[src/rtl/scan_tog_pkg.sv]
package scan_tog_pkg;
  typedef enum logic [1:0] {
    ST_IDLE  = 2'd0,
    ST_SHIFT = 2'd1,
    ST_CAPT  = 2'd2,
    ST_FLUSH = 2'd3
  } seq_st_e;

  // Number of set bits in a 64-bit word.
  function automatic int ones64(input logic [63:0] v);
    int n;
    n = 0;
    for (int i = 0; i < 64; i++) n += int'(v[i]);
    return n;
  endfunction

  // Budget test used by the statistics unit.
  function automatic logic exceeds(input int tog, input int lim);
    return tog > lim;
  endfunction
endpackage

[src/rtl/scan_chain_bank.sv]
module scan_chain_bank
  import scan_tog_pkg::*;
#(
  parameter int NCH  = 3,
  parameter logic [NCH*8-1:0] LENS = 24'h03_06_04,
  parameter int MAXL = 6,
  parameter int TOGW = 5,
  parameter int BW   = 3
) (
  input  logic            clk,
  input  logic            rst_n,
  input  logic            shift_en,
  input  logic            capt_en,
  input  logic            from_stream,
  input  logic [BW-1:0]   beat,
  input  logic [NCH-1:0]  stim_bits,
  input  logic [NCH-1:0]  resp_bits,
  output logic [TOGW-1:0] tog
);
  logic [TOGW-1:0] tog_ch [NCH];

  for (genvar k = 0; k < NCH; k++) begin : g_chain
    localparam int LK = int'(LENS[k*8 +: 8]);
    localparam logic [MAXL-1:0] MASK = {MAXL{1'b1}} >> (MAXL - LK);
    logic [MAXL-1:0] ch, rs, ch_nxt, rs_nxt;
    logic real_beat, sbit, rbit;

    assign real_beat = beat >= BW'(MAXL - LK);
    assign sbit      = from_stream & real_beat & stim_bits[k];
    assign rbit      = real_beat & resp_bits[k];
    assign ch_nxt    = {ch[MAXL-2:0], sbit} & MASK;
    assign rs_nxt    = {rs[MAXL-2:0], rbit} & MASK;
    assign tog_ch[k] = capt_en ? TOGW'(ones64(64'(ch ^ rs)))
                               : TOGW'(ones64(64'(ch ^ ch_nxt)));

    always_ff @(posedge clk or negedge rst_n) begin
      if (!rst_n) begin
        ch <= '0;
        rs <= '0;
      end else begin
        if (shift_en)     ch <= ch_nxt;
        else if (capt_en) ch <= rs;
        if (shift_en && from_stream) rs <= rs_nxt;
      end
    end
  end

  always_comb begin
    tog = '0;
    for (int k = 0; k < NCH; k++) tog = tog + tog_ch[k];
  end
endmodule

[src/rtl/scan_seq_ctrl.sv]
module scan_seq_ctrl
  import scan_tog_pkg::*;
#(
  parameter int MAXL = 6,
  parameter int PCW  = 8,
  parameter int BW   = 3
) (
  input  logic           clk,
  input  logic           rst_n,
  input  logic           start,
  input  logic [PCW-1:0] num_pat,
  input  logic           stim_valid,
  output logic           stim_ready,
  output logic           shift_en,
  output logic           capt_en,
  output logic           from_stream,
  output logic [BW-1:0]  beat,
  output logic           start_acc,
  output logic           busy,
  output logic           done
);
  seq_st_e        st;
  logic [PCW-1:0] pat_q, npat_q;
  logic           last_beat;

  assign last_beat   = beat == BW'(MAXL - 1);
  assign stim_ready  = st == ST_SHIFT;
  assign from_stream = st == ST_SHIFT;
  assign shift_en    = (st == ST_SHIFT && stim_valid) || st == ST_FLUSH;
  assign capt_en     = st == ST_CAPT;
  assign start_acc   = st == ST_IDLE && start;
  assign busy        = st != ST_IDLE;

  always_ff @(posedge clk or negedge rst_n) begin
    if (!rst_n) begin
      st     <= ST_IDLE;
      beat   <= '0;
      pat_q  <= '0;
      npat_q <= '0;
      done   <= 1'b0;
    end else begin
      done <= 1'b0;
      unique case (st)
        ST_IDLE: if (start) begin
          npat_q <= (num_pat == '0) ? PCW'(1) : num_pat;
          beat   <= '0;
          pat_q  <= '0;
          st     <= ST_SHIFT;
        end
        ST_SHIFT: if (stim_valid) begin
          beat <= last_beat ? '0 : beat + 1'b1;
          if (last_beat) st <= ST_CAPT;
        end
        ST_CAPT: begin
          pat_q <= pat_q + 1'b1;
          st    <= (PCW'(pat_q + 1'b1) == npat_q) ? ST_FLUSH : ST_SHIFT;
        end
        ST_FLUSH: begin
          beat <= last_beat ? '0 : beat + 1'b1;
          if (last_beat) begin
            st   <= ST_IDLE;
            done <= 1'b1;
          end
        end
        default: st <= ST_IDLE;
      endcase
    end
  end
endmodule

[src/rtl/scan_tog_stats.sv]
module scan_tog_stats
  import scan_tog_pkg::*;
#(
  parameter int TOGW = 5
) (
  input  logic            clk,
  input  logic            rst_n,
  input  logic            clr,
  input  logic            act,
  input  logic [TOGW-1:0] tog,
  input  logic [TOGW-1:0] budget,
  output logic [31:0]     total,
  output logic [TOGW-1:0] peak,
  output logic            over,
  output logic [31:0]     over_idx
);
  logic [31:0] step_cnt;
  logic        breach;

  assign breach = act && exceeds(int'(tog), int'(budget));

  always_ff @(posedge clk or negedge rst_n) begin
    if (!rst_n) begin
      total    <= '0;
      peak     <= '0;
      over     <= 1'b0;
      over_idx <= '0;
      step_cnt <= '0;
    end else if (clr) begin
      total    <= '0;
      peak     <= '0;
      over     <= 1'b0;
      over_idx <= '0;
      step_cnt <= '0;
    end else if (act) begin
      total    <= total + 32'(tog);
      step_cnt <= step_cnt + 1'b1;
      if (tog > peak) peak <= tog;
      if (breach && !over) begin
        over     <= 1'b1;
        over_idx <= step_cnt;
      end
    end
  end
endmodule

[src/rtl/scan_tog_seq.sv]
module scan_tog_seq
  import scan_tog_pkg::*;
#(
  parameter int NCH = 3,
  parameter logic [NCH*8-1:0] LENS = 24'h03_06_04,
  parameter int PCW = 8,
  localparam int MAXL = max_len(LENS),
  localparam int TOGW = $clog2(NCH*MAXL + 1),
  localparam int BW   = $clog2(MAXL + 1)
) (
  input  logic            clk,
  input  logic            rst_n,
  input  logic            start,
  input  logic [PCW-1:0]  num_pat,
  input  logic [TOGW-1:0] budget,
  input  logic            stim_valid,
  output logic            stim_ready,
  input  logic [NCH-1:0]  stim_bits,
  input  logic [NCH-1:0]  resp_bits,
  output logic            busy,
  output logic            done,
  output logic [TOGW-1:0] step_tog,
  output logic [31:0]     tog_total,
  output logic [TOGW-1:0] tog_peak,
  output logic            over_budget,
  output logic [31:0]     over_idx
);
  function automatic int max_len(input logic [NCH*8-1:0] v);
    int m;
    m = 0;
    for (int k = 0; k < NCH; k++)
      if (int'(v[k*8 +: 8]) > m) m = int'(v[k*8 +: 8]);
    return m;
  endfunction

  logic          shift_w, capt_w, from_w, start_w, act_w;
  logic [BW-1:0] beat_w;
  logic [TOGW-1:0] raw_tog;

  assign act_w    = shift_w | capt_w;
  assign step_tog = act_w ? raw_tog : '0;

  scan_seq_ctrl #(.MAXL(MAXL), .PCW(PCW), .BW(BW)) ctrl_i (
    .clk(clk), .rst_n(rst_n), .start(start), .num_pat(num_pat),
    .stim_valid(stim_valid), .stim_ready(stim_ready),
    .shift_en(shift_w), .capt_en(capt_w), .from_stream(from_w),
    .beat(beat_w), .start_acc(start_w), .busy(busy), .done(done)
  );

  scan_chain_bank #(.NCH(NCH), .LENS(LENS), .MAXL(MAXL), .TOGW(TOGW), .BW(BW)) bank_i (
    .clk(clk), .rst_n(rst_n), .shift_en(shift_w), .capt_en(capt_w),
    .from_stream(from_w), .beat(beat_w), .stim_bits(stim_bits),
    .resp_bits(resp_bits), .tog(raw_tog)
  );

  scan_tog_stats #(.TOGW(TOGW)) stats_i (
    .clk(clk), .rst_n(rst_n), .clr(start_w), .act(act_w), .tog(step_tog),
    .budget(budget), .total(tog_total), .peak(tog_peak),
    .over(over_budget), .over_idx(over_idx)
  );
endmodule

[config.mk]
export PLATFORM = sky130hd
export DESIGN_NAME = scan_tog_seq
export DESIGN_NICKNAME = d
export VERILOG_FILES = /design/src/rtl/scan_tog_pkg.sv /design/src/rtl/scan_chain_bank.sv /design/src/rtl/scan_seq_ctrl.sv /design/src/rtl/scan_tog_stats.sv /design/src/rtl/scan_tog_seq.sv
export SDC_FILE = /design/constraint.sdc
export NUM_CORES = 1
export LEC_CHECK = 0
export BUFFER_PORTS_ARGS = -buffer_cell sky130_fd_sc_hd__clkbuf_2
export CORE_MARGIN = 2
export CORE_UTILIZATION = 35
export CTS_CLUSTER_SIZE = 28
export DETAILED_ROUTE_END_ITERATION = 10
export GPL_ROUTABILITY_DRIVEN = 0
export GPL_TIMING_DRIVEN = 0
export SYNTH_ARGS = -nofsm -noshare
export SYNTH_HDL_FRONTEND = slang
export SYNTH_HIERARCHICAL = 1
export SYNTH_SLANG_ARGS = --single-unit
[constraint.sdc]
create_clock -name clk -period 12.7 [get_ports clk]
set_clock_uncertainty 0.15 [all_clocks]
set_input_delay 0.635 -clock clk [delete_from_list [all_inputs] [get_ports clk]]
set_output_delay 0.635 -clock clk [all_outputs]
set_load 0.005 [all_outputs]
==> metrics.md, run 1 <==
| Metric | Value |
|---|---|
| N_diodes | `0` |
| Largest net degree at the start of global routing | `between 90 and 100` |
| Filler cells | `2344` |
| Area Overhead vs Synth | `18.5%` |
| Die Area | `between 20000 and 30000 µm²` |
| Unrepaired setup endpoints after global routing | `no` |
| Type of origin of the critical path | `flop` |
| Average via count per standard cell | `5.03` |
| Clock-pin slew on the worst setup and hold paths | `about 0.070 ns` |
| Crit-path max cell delay | `around 0.56 ns` |
| Max-cap check violation count | `0` |
| Crit. End Element | `flop` |
| Distinct cells, synth | `61` |
| Grt ovf | `0` |
| Final WS setup | `about 5.6 ns` |
| Die Wd | `160 µm` |
| Post-route setup TNS | `0 ns` |
| Cell Area, Synth | `around 8500 µm²` |
| Post-route DRC | `0` |
| TritonCTS buffer count | `17` |
| Fin crit share | `55.7%` |
| Routed Antenna Nets | `0` |
| Core Box Area | `between 20000 and 25000 µm²` |
| # port buffers | `100` |
| Sequential fraction of the synthesis area | `between 40% and 50%` |
| Fmax | `roughly 140 MHz` |
| CTS tree | `done` |
| Worst-Margin Slew | `0.694 ns` |
| Final Hold Viols | `0` |
| First-pass GRT wire length | `roughly 35000 µm` |
| Avg Inst Size Synth | `about 10 µm²` |
| Register area | `~3800 µm²` |
| PostCTS Resize Cnt | `0` |
| Clock Sinks | `150` |
| Worst skew pair latency | `around 0.43 ns` |
| CTS Hold Bufs | `0` |
| Initial antenna violation count | `0` |
| Post-DP HPWL | `about 15000 µm` |
| Via count | `about 6500` |
| Run status | `finished, final reports clean` |
| Critical Path AT | `roughly 7.3 ns` |
| Fin crit period | `7.08 ns` |
| Final #Nets | `between 1000 and 1500` |
| Layout cell share with drive strength beyond 1 | `between 10% and 20%` |
| Most used DFF post-synth | `dfrtp_1` |
| Asr flop ratio synth | `100%` |
| Worst path cell trace | `nor2b_1 > buf_4 > nand2_1 > xnor2_1 > fa_1 > inv_1 > fa_1 > inv_1 > ha_1 > fa_1 > mux2i_1 > fa_1 > inv_1 > ha_1 > inv_1 > fa_1 > inv_1 > o21a_1 > ha_1 > o21ai_0 > o21ai_1 > nand4_1 > or4_1 > a21oi_1` |
| Synthesized flop and latch total | `150` |
| Number of flops mapped to enable cells by yosys | `0` |
| Drt wl/cell | `around 16 µm` |
| Crit-path leading delay family | `adder cells` |
| Crit path max fanout | `8` |
| Setup-failing EPs final | `0` |
| Starting DRT DRC Count | `roughly 290` |
| Clock Root Buffer | `clkbuf_16` |
| CTS H-tree depth | `4` |
| Synth warnings | `6` |
| Tot GR Track Use | `16.8%` |
| Pins over their slew limit | `0` |
| Die H | `160 µm` |
| Gate Count Post-Synth | `833` |
| Layout Utilization | `between 40% and 50%` |
| Buffers and inverters on the worst path | `6` |
| Multi-input gate area | `~4400 µm²` |
| Post-Route WL | `~20000 µm` |
| Pre-CTS setup slack | `between 5 and 6 ns` |
| Setup Fix Bufs, Post-CTS | `0` |
| Starting Density | `approximately 36%` |
| Row count | `56` |
| Post-synth net total | `896` |
| Hold Path Class | `primary input to async pin` |
| Vias in the first global route | `approximately 6500` |
| Drt pass-1 iters | `4` |
| Critical Path Slowest Stage Cell | `fa_1` |
| I/O pins | `101` |
| Critical Path RT | `12.90 ns` |
| Relative slew slack | `around 54%` |
| Max Buffers Root-to-Sink | `2` |
| Critical path class | `flop to flop` |
## path summary, 6_finish.rpt
| kind | cells past startpoint | slack (ns) | endpoint | start |
|---|---|---|---|---|
| max | 24 | 5.62 | stats_i/total[31] | ctrl_i/st[0] |
| min | 1 | 0.007 | bank_i/g_chain[1].rs[1] | rst_n |
| max reg2reg | 24 | 5.62 | stats_i/total[31] | ctrl_i/st[0] |
| min reg2reg | 1 | 0.37 | ctrl_i/pat_q[7] | ctrl_i/pat_q[7] |
| max in group asynchronous | 2 | 11.55 | stats_i/peak[0] | rst_n |
| min in group clk | 2 | 0.29 | bank_i/g_chain[1].rs[0] | resp_bits[1] |
## cell usage after synthesis, types with 11 or more instances
library cell,instances,area (µm²)
nor2b_1,16,100
nor3_1,11,55.1
mux2i_1,57,571
a21oi_1,29,145
nor2_1,88,330
mux2_2,17,191
clkbuf_1,28,105
nand4_1,22,138
o21ai_0,50,250
and3_1,12,75.1
xnor2_1,24,210
or3_1,16,100
nand2b_1,13,81.3
fa_1,14,280
dfrtp_1,150,3750
inv_1,31,116
xor2_1,42,368
ha_1,26,325
nand2_1,45,169
nand3_1,18,90.1
## flip-flops by register name, summed over array words and instances, names as in the netlist
signal / flops
ctrl_i/done: 1
ctrl_i/st: 2
stats_i/over_idx: 32
bank_i/g_chain.rs: 13
bank_i/g_chain.ch: 13
stats_i/over: 1
ctrl_i/pat_q: 8
stats_i/peak: 5
ctrl_i/beat: 3
ctrl_i/npat_q: 8
stats_i/total: 32
stats_i/step_cnt: 32
## per-stage QoR
step | cells | instance area [µm²] | hold WS (ns)
floorplan | 833 | 8480 | 0.189
global placement | 1252 | 9380 | 0.353
detailed placement | 1253 | 9420 | 0.360
CTS | 1285 | 10100 | 0.0345
global route | 1285 | 10100 | 0.0364
finish | 1285 | 10100 | 0.00742
## final cells by class
type                    instances  share of cell area (%)
inverters                      32                    1.19
well taps                     319                    3.97
flip-flops and latches        150                    37.3
multi-input cells             605                    43.6
clock inverters                15                    2.08
repair buffers                101                    5.34
plain buffers                  46                    2.23
clock buffers                  17                    4.23
## cell usage in the layout (no fill, tap or decap), types with 17 or more instances in the layout
master / n
dfrtp_1: 150
xor2_1: 42
mux2_2: 17
nor2_1: 88
ha_1: 26
a21oi_1: 29
clkbuf_2: 100
nand2_1: 45
nand4_1: 22
o21ai_0: 50
clkbuf_1: 28
clkbuf_16: 17
inv_1: 31
nand3_1: 18
xnor2_1: 24
mux2i_1: 57
## per-layer routing
metal	wire [µm]	track usage [%]	share of wire (%)
met5	0	0	0
met2	9370	27.0	46
met3	985	3.35	4.8
met1	9920	23.3	48
met4	215	4.55	1.0
## cell families (layout without fill, tap and decap cells)
family | count (synthesis) | after routing | share of synthesized area, %
adder cells (fa/ha/maj) | 40 | 40 | 7.14
AND/OR/NAND/NOR | 289 | 289 | 18.0
flip-flops | 150 | 150 | 44.2
buffers and inverters | 78 | 211 | 4.06
multiplexers | 82 | 82 | 10.4
AO/OA/AOI/OAI | 127 | 127 | 9.10
XOR/XNOR | 67 | 67 | 7.08
## worst reg2reg max path: stages (launching register included)
cell and delay (ns):
dfrtp_1 0.46, nor2b_1 0.21, buf_4 0.19, nand2_1 0.08, xnor2_1 0.15, fa_1 0.56, inv_1 0.06, fa_1 0.52
inv_1 0.04, ha_1 0.20, fa_1 0.44, mux2i_1 0.26, fa_1 0.47, inv_1 0.07, ha_1 0.16, inv_1 0.05
fa_1 0.42, inv_1 0.06, o21a_1 0.33, ha_1 0.29, o21ai_0 0.13, o21ai_1 0.53, nand4_1 0.49, or4_1 0.53
a21oi_1 0.15
Power of run 1 is not shown: default switching activity piles up to over one toggle a cycle in this logic, so the estimate is an artifact.
==> inputs of run 2 (changes only) <==
clock period = 5.95 ns   (was 12.7 ns; I/O delays follow)
==> metrics.md, run 2 (same netlist as run 1, synthesis figures left out) <==
| Metric | Value |
|---|---|
| Initial antenna violation count | `0` |
| Fmax | `~170 MHz` |
| Post-route DRC | `0` |
| Via count | `approximately 6600` |
| I/O pins | `101` |
| Drt wl/cell | `around 16 µm` |
| Commonest non-fill, non-tap cell in the layout | `dfrtp_1` |
| Final Non-Filler Cells | `between 1000 and 1500` |
| Clock-pin slew on the worst setup and hold paths | `about 0.070 ns` |
| FF-to-FF path depth | `26` |
| Critical path class | `flop to flop` |
| Starting DRT DRC Count | `roughly 310` |
| Crit path max fanout | `5` |
| Clock Root Buffer | `clkbuf_16` |
| Critical Path RT | `6.16 ns` |
| Max Buffers Root-to-Sink | `2` |
| Final #Nets | `between 1000 and 1500` |
| Critical R2R Capture | `stats_i/total[30]` |
| WHS | `0.0202 ns` |
| N_diodes | `0` |
| CTS tree | `done` |
| Critical Path AT | `roughly 6.3 ns` |
| Max-cap check violation count | `0` |
| Worst-Margin Slew | `approximately 0.63 ns` |
| Type of origin of the critical path | `flop` |
| Pins over their slew limit | `0` |
| Die H | `about 160 µm` |
| Grt ovf | `0` |
| Crit. End Element | `flop` |
| Hold Path Class | `primary input to flop` |
| Filler cells | `2271` |
| Fin crit share | `102%` |
| Average via count per standard cell | `4.98` |
| Worst skew pair latency | `about 0.43 ns` |
| Failing checks | `setup timing` |
| Largest net degree at the start of global routing | `84` |
| Unrepaired setup endpoints after global routing | `yes` |
| Biggest regs | `stats_i/over_idx: 32 flops, stats_i/step_cnt: 32 flops, stats_i/total: 32 flops` |
| First-pass GRT wire length | `35700 µm` |
| Placed Instances | `roughly 1300` |
| R2R setup slack | `-0.1 ns` |
| Commonest cells after routing, fill and taps aside | `dfrtp_1 (148), clkbuf_2 (100), nor2_1 (88)` |
| Routed Antenna Nets | `0` |
| Multi-input gate area | `about 4700 µm²` |
| Register area | `3760 µm²` |
| Die Wd | `160 µm` |
| Reg2reg start | `ctrl_i/st[1]` |
| Run status | `finished with violations` |
| Setup-failing EPs final | `26` |
| Area Overhead vs Synth | `27.4%` |
| # port buffers | `100` |
| Post-DP HPWL | `14400 µm` |
| CTS H-tree depth | `4` |
| Clock Sinks | `150` |
| Final WS setup | `-0.0978 ns` |
| Vias in the first global route | `roughly 6800` |
| Fin crit period | `approximately 6.0 ns` |
| Drt pass-1 iters | `4` |
| TritonCTS buffer count | `17` |
| Die Area | `25500 µm²` |
| Post-Route WL | `~21000 µm` |
| Critical path endpoint | `stats_i/total[30]` |
| Layout cell share with drive strength beyond 1 | `between 20% and 30%` |
| Relative slew slack | `between 50 and 60%` |
| Tot GR Track Use | `between 10% and 20%` |
| Row count | `between 50 and 60` |
| Final Hold Viols | `0` |
| Starting Density | `35.9%` |
| Core Box Area | `23600 µm²` |
| Critical Path Source | `ctrl_i/st[1]` |
## run 2: cell count changes in the layout (fill, tap and decap cells not counted), moves of 5 or more
cell           change
clkbuf_1           -5
buf_12             +6
a21oi_2            +7
a21oi_1            -8
ha_1               -7
dlygate4sd3_1     +14
buf_4             +15
buf_6              +7
o21ai_0            -8
clkinv_8           -6
## run 2: layer usage
metal	share of wire, %	vias to the layer above	global-route usage (%)
li1	-	3225	-
met1	47	3224	23.1
met2	48	107	28.7
met3	3.3	20	3.82
met4	1.5	0	4.75
met5	0	-	0
## run 2: worst min-delay path by stage
stage               startpoint                       to  depth (start not counted)
2_1_floorplan            rst_n  bank_i/g_chain[0].ch[0]                          0
3_3_place_gp   ctrl_i/pat_q[7]          ctrl_i/pat_q[7]                          1
3_5_place_dp             rst_n  bank_i/g_chain[0].rs[1]                          1
4_1_cts           stim_bits[1]  bank_i/g_chain[1].ch[0]                          3
5_1_grt           stim_bits[1]  bank_i/g_chain[1].ch[0]                          3
6_report          stim_bits[1]  bank_i/g_chain[1].ch[0]                          3
## run 2: layout make-up
class / instances / share of cell area, %
plain buffers: 42 / 2.52
clock buffers: 18 / 3.97
clock inverters: 14 / 1.98
inverters: 32 / 1.11
multi-input cells: 605 / 43.2
flip-flops and latches: 150 / 34.8
well taps: 319 / 3.69
repair buffers: 140 / 8.74
## run 2: worst max-delay path, stage by stage, from the launching register on
cell,delay [ns]
dfrtp_2,0.43
nor2b_4,0.12
buf_6,0.12
nand2_4,0.07
xnor2_4,0.13
fa_1,0.56
inv_2,0.04
fa_1,0.47
inv_1,0.04
ha_2,0.18
fa_1,0.44
mux2i_2,0.21
fa_1,0.45
inv_1,0.07
ha_2,0.18
inv_2,0.04
fa_2,0.35
xnor2_2,0.15
o21a_2,0.16
buf_6,0.13
ha_4,0.27
o21a_1,0.12
o31a_1,0.17
o211ai_1,0.20
buf_4,0.24
or3_4,0.36
a21oi_2,0.12
## run 2: timing repair
action | 4_1_cts | 5_1_grt
resized for setup | 41 | 41
endpoints found under the hold margin | 80 | 0
cloned | 4 | 0
buffers inserted | 22 | 2
pin swaps | 24 | 23
setup endpoints to repair | 66 | 66
hold buffers | 14 | 0
## run 2: per-stage QoR
step	util, %	cell area [µm²]	worst slack (ns)	setup TNS, ns
finish	45.8	10800	-0.0978	-0.958
global route	45.8	10800	-0.360	-13.92
CTS	45.2	10700	-0.149	-1.87
detailed placement	40.1	9480	-0.884	-33.59
global placement	40.0	9440	-0.792	-30.61
floorplan	-	8540	0.00494	0
Power of run 2 is left out for the same reason.
